<file path="config.mk">
export PLATFORM = sky130hd
export DESIGN_NAME = stepper_phase_ctrl
export DESIGN_NICKNAME = d
export VERILOG_FILES = /design/src/rtl/stp_pkg.sv /design/src/rtl/stp_sequencer.sv /design/src/rtl/stp_hold_pwm.sv /design/src/rtl/stp_phase_map.sv /design/src/rtl/stepper_phase_ctrl.sv
export SDC_FILE = /design/constraint.sdc
export NUM_CORES = 1
export LEC_CHECK = 0
export CELL_PAD_IN_SITES_DETAIL_PLACEMENT = 0
export CELL_PAD_IN_SITES_GLOBAL_PLACEMENT = 2
export CORE_MARGIN = 2
export CORE_UTILIZATION = 33
export CTS_BUF_LIST = sky130_fd_sc_hd__clkbuf_2
export CTS_CLUSTER_DIAMETER = 30
export DETAILED_ROUTE_END_ITERATION = 8
export PLACE_DENSITY_LB_ADDON = 0.1
export SYNTH_ARGS = -nofsm -noshare
export SYNTH_HDL_FRONTEND = slang
export SYNTH_SLANG_ARGS = --single-unit
</file>
<file path="constraint.sdc">
create_clock -name clk -period 5.1 [get_ports clk]
set_clock_uncertainty 0.1 [all_clocks]
set_input_delay 1.02 -clock clk [delete_from_list [all_inputs] [get_ports clk]]
set_output_delay 1.02 -clock clk [all_outputs]
set_load 0.02 [all_outputs]
</file>
<file path="src/rtl/stp_pkg.sv">
package stp_pkg;
  localparam int NPH   = 4;
  localparam int IDX_W = 3;

  typedef enum logic [1:0] {
    MODE_WAVE = 2'd0,
    MODE_FULL = 2'd1,
    MODE_HALF = 2'd2,
    MODE_ALT  = 2'd3
  } step_mode_e;

  // number of states in one electrical cycle
  function automatic logic [IDX_W:0] seq_len(step_mode_e m);
    return (m == MODE_HALF) ? 4'd8 : 4'd4;
  endfunction

  // neighbour index in the cycle, wrapping both ways
  function automatic logic [IDX_W-1:0] step_index(logic [IDX_W-1:0] idx,
                                                  step_mode_e m, logic rev);
    logic [IDX_W:0] len;
    logic [IDX_W:0] wide;
    len  = seq_len(m);
    wide = {1'b0, idx};
    if (rev) wide = (wide == '0) ? len - 4'd1 : wide - 4'd1;
    else     wide = (wide == len - 4'd1) ? '0 : wide + 4'd1;
    return wide[IDX_W-1:0];
  endfunction

  function automatic logic [NPH-1:0] rotl4(logic [NPH-1:0] v, logic [1:0] n);
    logic [2*NPH-1:0] d;
    d = {v, v} << n;
    return d[2*NPH-1:NPH];
  endfunction

  // phase pattern for a state: bit0 = A .. bit3 = D
  function automatic logic [NPH-1:0] phase_pattern(step_mode_e m,
                                                   logic [IDX_W-1:0] idx);
    case (m)
      MODE_FULL: return rotl4(4'b0011, idx[1:0]);
      MODE_HALF: return idx[0] ? rotl4(4'b0011, idx[2:1])
                               : rotl4(4'b0001, idx[2:1]);
      default:   return rotl4(4'b0001, idx[1:0]);
    endcase
  endfunction
endpackage

</file>
<file path="src/rtl/stp_sequencer.sv">
module stp_sequencer
  import stp_pkg::*;
(
  input  logic             clk,
  input  logic             rst_n,
  input  logic             adv,
  input  logic             stop,
  input  logic             dir,
  input  step_mode_e       mode,
  output logic [IDX_W-1:0] idx,
  output step_mode_e       mode_q
);
  logic resync;
  logic do_step;

  assign resync  = (mode != mode_q);
  assign do_step = adv && !stop && !resync;

  always_ff @(posedge clk or negedge rst_n) begin
    if (!rst_n) begin
      idx    <= '0;
      mode_q <= MODE_WAVE;
    end else begin
      mode_q <= mode;
      if (resync)       idx <= '0;
      else if (do_step) idx <= step_index(idx, mode_q, dir);
    end
  end

  p_resync_r7: assert property (@(posedge clk) disable iff (!rst_n)
    resync |=> (idx == '0));
  p_freeze_r8: assert property (@(posedge clk) disable iff (!rst_n)
    (stop && !resync) |=> $stable(idx));
  p_idle_r6: assert property (@(posedge clk) disable iff (!rst_n)
    (!adv && !resync) |=> $stable(idx));
  p_range_r4: assert property (@(posedge clk) disable iff (!rst_n)
    (mode_q != MODE_HALF) |-> (idx < 3'd4));
endmodule

</file>
<file path="src/rtl/stp_hold_pwm.sv">
module stp_hold_pwm #(
  parameter int PWM_W = 8
) (
  input  logic             clk,
  input  logic             rst_n,
  input  logic             hold,
  input  logic [PWM_W-1:0] period,
  input  logic [PWM_W-1:0] duty,
  output logic             gate
);
  logic [PWM_W-1:0] cnt;
  logic             wrap;

  assign wrap = hold && (cnt >= period);
  assign gate = (cnt < duty);

  always_ff @(posedge clk or negedge rst_n) begin
    if (!rst_n)      cnt <= '0;
    else if (!hold)  cnt <= '0;
    else if (wrap)   cnt <= '0;
    else             cnt <= cnt + 1'b1;
  end

  p_clear_r9: assert property (@(posedge clk) disable iff (!rst_n)
    !hold |=> (cnt == '0));
  p_count_r9: assert property (@(posedge clk) disable iff (!rst_n)
    (hold && !wrap) |=> (cnt == $past(cnt) + 1'b1));
  p_duty0_r10: assert property (@(posedge clk) disable iff (!rst_n)
    (duty == '0) |-> !gate);
endmodule

</file>
<file path="src/rtl/stp_phase_map.sv">
module stp_phase_map
  import stp_pkg::*;
(
  input  logic             clk,
  input  logic             rst_n,
  input  step_mode_e       mode_q,
  input  logic [IDX_W-1:0] idx,
  input  logic             hold,
  input  logic             gate,
  output logic [NPH-1:0]   phase
);
  logic [NPH-1:0] pattern;

  assign pattern = phase_pattern(mode_q, idx);
  assign phase   = (hold && !gate) ? '0 : pattern;

  p_wave_one_r2: assert property (@(posedge clk) disable iff (!rst_n)
    (!hold && (mode_q == MODE_WAVE)) |-> ($countones(phase) == 1));
  p_full_two_r3: assert property (@(posedge clk) disable iff (!rst_n)
    (!hold && (mode_q == MODE_FULL)) |-> ($countones(phase) == 2));
  p_hold_sub_r8: assert property (@(posedge clk) disable iff (!rst_n)
    hold |-> ((phase & ~pattern) == '0));
endmodule

</file>
<file path="src/rtl/stepper_phase_ctrl.sv">
module stepper_phase_ctrl
  import stp_pkg::*;
#(
  parameter int PWM_W = 8
) (
  input  logic             clk,
  input  logic             rst_n,
  input  logic             tick,
  input  logic             step_en,
  input  logic             dir,
  input  logic             stop,
  input  logic [1:0]       mode,
  input  logic [PWM_W-1:0] pwm_period,
  input  logic [PWM_W-1:0] pwm_duty,
  output logic [NPH-1:0]   phase_out
);
  logic             adv;
  logic [IDX_W-1:0] idx;
  step_mode_e       mode_q;
  logic             gate;

  assign adv = tick && step_en;

  stp_sequencer u_seq (
    .clk(clk), .rst_n(rst_n), .adv(adv), .stop(stop), .dir(dir),
    .mode(step_mode_e'(mode)), .idx(idx), .mode_q(mode_q)
  );

  stp_hold_pwm #(.PWM_W(PWM_W)) u_pwm (
    .clk(clk), .rst_n(rst_n), .hold(stop), .period(pwm_period),
    .duty(pwm_duty), .gate(gate)
  );

  stp_phase_map u_map (
    .clk(clk), .rst_n(rst_n), .mode_q(mode_q), .idx(idx), .hold(stop),
    .gate(gate), .phase(phase_out)
  );
endmodule

</file>
==> flow_summary.toml <==
[sta]
achievable-frequency_ghz = 0.2283
setup_violations = 0
rsz0062_at_grt = "no"
finalCritPeriodShare = 0.8590
timing_max_transition_violations_final = 0
worst_slack_ns = 0.7190
worst-slew-pin-transition_ns = 0.5523
slew-limit-headroom = 0.6307
final_setup_tns_ns = 0
period_minus_ws_final_ns = 4.381
timing.hold.ws_ns = 0.4746
hold_violations = 0

[worst_setup_path]
largest_stage_delay_on_the_critical_path_ns = 0.64
timing.critical_path.required_ns = 3.98
reg2reg_depth = 6
crit_path_top_delay_cell = "sky130_fd_sc_hd__clkdlybuf4s50_1"
timing.critical_path.cells = "clkdlybuf4s50_1 -> inv_1 -> ha_1 -> and3_1 -> a22o_1 -> o21a_1 -> nor3_1 -> clkdlybuf4s50_1"
critPathLaunch = "pwm_duty[7]"
setup.worst_path.end_class = "output pin"
worst_ep_arrival_time_ns = 3.26
crit_path_max_fanout = 4
critical_path_class = "input port to output pin"
critPathMostFrequentCell = "sky130_fd_sc_hd__clkdlybuf4s50_1"
element_type_at_the_critical_path_start = "input port"
r2r_start = "u_pwm.cnt[0]$_DFF_PN0_"

[die]
chipWidth_microns = 64.18
rows = 21
die-height_microns = 64.18
die-area_sq_um = 4118
design.core.area_sq_um = 3416
initial_core_utilization = 0.3498
io_pins = 28

[grt]
grt_pass1_wl_microns = 4360
initial_antenna_violation_count = 0
pin_count_of_the_biggest_net_entering_global_routing = 14
global_route.usage.met3 = 0.02465
grt_busiest_layer = "met1"
grtUsageMet1 = 0.1967
grt_util_met2 = 0.1940
grt.overflow.total = 0
first_global_vias = 995
globalRouteTotalUtil = 0.1317

[min_path]
hp-start = "u_pwm.cnt[0]$_DFF_PN0_"
holdCritPathClass = "flip-flop to flip-flop"
whs_path_depth = 1

[logic_synthesis]
netlist.top_cell.by_area = "sky130_fd_sc_hd__dfrtp_1"
yosysSeqAreaShare = 0.2723
synth_edf_count = 0
synthDominantCellAreaShare = 0.2723
ys_async_sr_fraction = 1.000
postSynthAreaPerCell_sq_um = 8.786
synth.ff_latch_count = 13
synthesis.area_sq_um = 1195
synth_cell_types = 33
synth.net_count = 181
netlist_top_cells_area = "sky130_fd_sc_hd__dfrtp_1 (27%), sky130_fd_sc_hd__ha_1 (22%), sky130_fd_sc_hd__inv_1 (6.0%), sky130_fd_sc_hd__nor2_1 (4.4%), sky130_fd_sc_hd__xor2_1 (3.7%)"
main_flop_type_after_synthesis = "sky130_fd_sc_hd__dfrtp_1"
netlist_instances = 136
yosysWarnings = 0

[placement]
place.port_buffers = 27
dpl.cell_count = 208
gpl.final_weighted_congestion = 0.7930
dpl_worst_slack_ns = 0.6983
placement.cell_area_sq_um = 1519
dp_hpwl_microns = 2121

[route]
num_vias = 1025
count_of_routing_violations_after_the_opening_detailed_route_iteration = 43
drc_violation_count_after_routing = 0
drt_wl_total_microns = 2572
wl_per_cell_microns = 12.13
drt_first_pass_iters = 4
vias_per_inst = 4.835
postRouteAntennaNets = 0

[clock_network]
tritoncts_num_sinks = 13
cts.htree.levels = 1
tritoncts = "done"
post_cts_buffers = 0
cts.path.max_buffers = 2
cts_buffers = 3
clkLatencyLatePin_ns = 0.28
clock_tree.root_cell = "sky130_fd_sc_hd__clkbuf_2"
path_clk_slew_ns = 0.13
post_cts.resized_instances = 0
cts_hold_buffers = 0

[layout]
fillCellCount = 347
layout_common_cells = "sky130_fd_sc_hd__clkdlybuf4s50_1 (27), sky130_fd_sc_hd__ha_1 (21), sky130_fd_sc_hd__inv_1 (19)"
final_design_area_no_fill_sq_um = 1539
finish.cell_count_without_fillers = 212
antenna-diode-count = 0
num-nets-final = 212
layout.cells.most_common = "sky130_fd_sc_hd__clkdlybuf4s50_1"
postLayoutCoreUtil = 0.4505
drive_above_1_share = 0.05422
layout_overhead_on_the_synthesized_area_pct = 28.80

[power_and_ir_drop]
worst_ir_drop_on_vdd_v = 0.0001430
cellPowerDensity_nw_per_um2 = 149.9
static_leakage_power_nw = 0.7764
power.total_mw = 0.2307

[job]
maxCapViolCount = 0

[outcome]
outcome = "completed"
power breakdown:
group,switching (mW),leakage [nW],internal (mW)
combinational,0.0290,0.586,0.0360
clock,0.0342,0.0164,0.0177
sequential,0.00721,0.174,0.107
total,0.0704,0.776,0.160
metal layers:
metal  share of wire  wire, microns  up-vias
met1            0.52           1343      451
met2            0.40           1017       36
met4          0.0074             19        0
li1                -              -      535
met5               0              0        -
met3           0.075            192        3
layout make-up:
| type | instances | area (sq um) | share of cell area |
|---|---|---|---|
| timing repair buffer | 27 | 270.3 | 0.1756 |
| inverter | 21 | 78.83 | 0.05122 |
| clock inverter | 1 | 5.005 | 0.003252 |
| clock buffer | 3 | 15.01 | 0.009756 |
| sequential | 13 | 325.3 | 0.2114 |
| tap | 46 | 57.56 | 0.03740 |
| multi-input combinational | 101 | 787.0 | 0.5114 |
worst paths after layout:
path	slack, ns	to
worst min register to register	0.47	u_pwm.cnt[0]$_DFF_PN0_
worst max register to register	3.32	u_pwm.cnt[5]$_DFF_PN0_
min in group asynchronous	0.98	u_seq.mode_q[1]$_DFF_PN0_
worst max-delay path	0.72	phase_out[0]
max in group asynchronous	3.55	u_seq.idx[2]$_DFFE_PN0P_
worst min-delay path	0.47	u_pwm.cnt[0]$_DFF_PN0_
synth_stat cells, types with 2 or more instances:
cell type and instances:
sky130_fd_sc_hd__nand3_1 5, sky130_fd_sc_hd__a21o_1 2, sky130_fd_sc_hd__inv_2 2, sky130_fd_sc_hd__ha_1 21
sky130_fd_sc_hd__o21ai_0 3, sky130_fd_sc_hd__nor2_1 14, sky130_fd_sc_hd__nand2_1 5, sky130_fd_sc_hd__a21oi_1 5
sky130_fd_sc_hd__and3_1 3, sky130_fd_sc_hd__nand2b_1 4, sky130_fd_sc_hd__nor3_1 7, sky130_fd_sc_hd__xnor2_1 4
sky130_fd_sc_hd__a22oi_1 2, sky130_fd_sc_hd__a211oi_1 2, sky130_fd_sc_hd__o21a_1 2, sky130_fd_sc_hd__dfrtp_1 13
sky130_fd_sc_hd__a222oi_1 2, sky130_fd_sc_hd__mux2i_1 2, sky130_fd_sc_hd__xor2_1 5, sky130_fd_sc_hd__inv_1 19
sky130_fd_sc_hd__o2111ai_1 2
worst max-delay path, delay by kind of cell:
kind,cells,cell delay (ns)
buf+inv,3,1.13
simple gates,2,0.40
compound gates,2,0.43
fa+ha+maj,1,0.29
kinds of logic (layout without fill, tap and decap cells):
logic type,count (synthesis),in the layout,share of synthesized area
xor+xnor,9,9,0.06596
buf+inv,22,52,0.06911
simple gates,41,41,0.1665
mux,3,3,0.02932
compound gates,26,26,0.1686
fa+ha+maj,22,22,0.2283
flops,13,13,0.2722
registers in the layout, summed over array words and instances, names as in the netlist:
register,cells
u_seq.idx,3
u_seq.mode_q,2
u_pwm.cnt,8
Power figures use the tool's default switching activity.
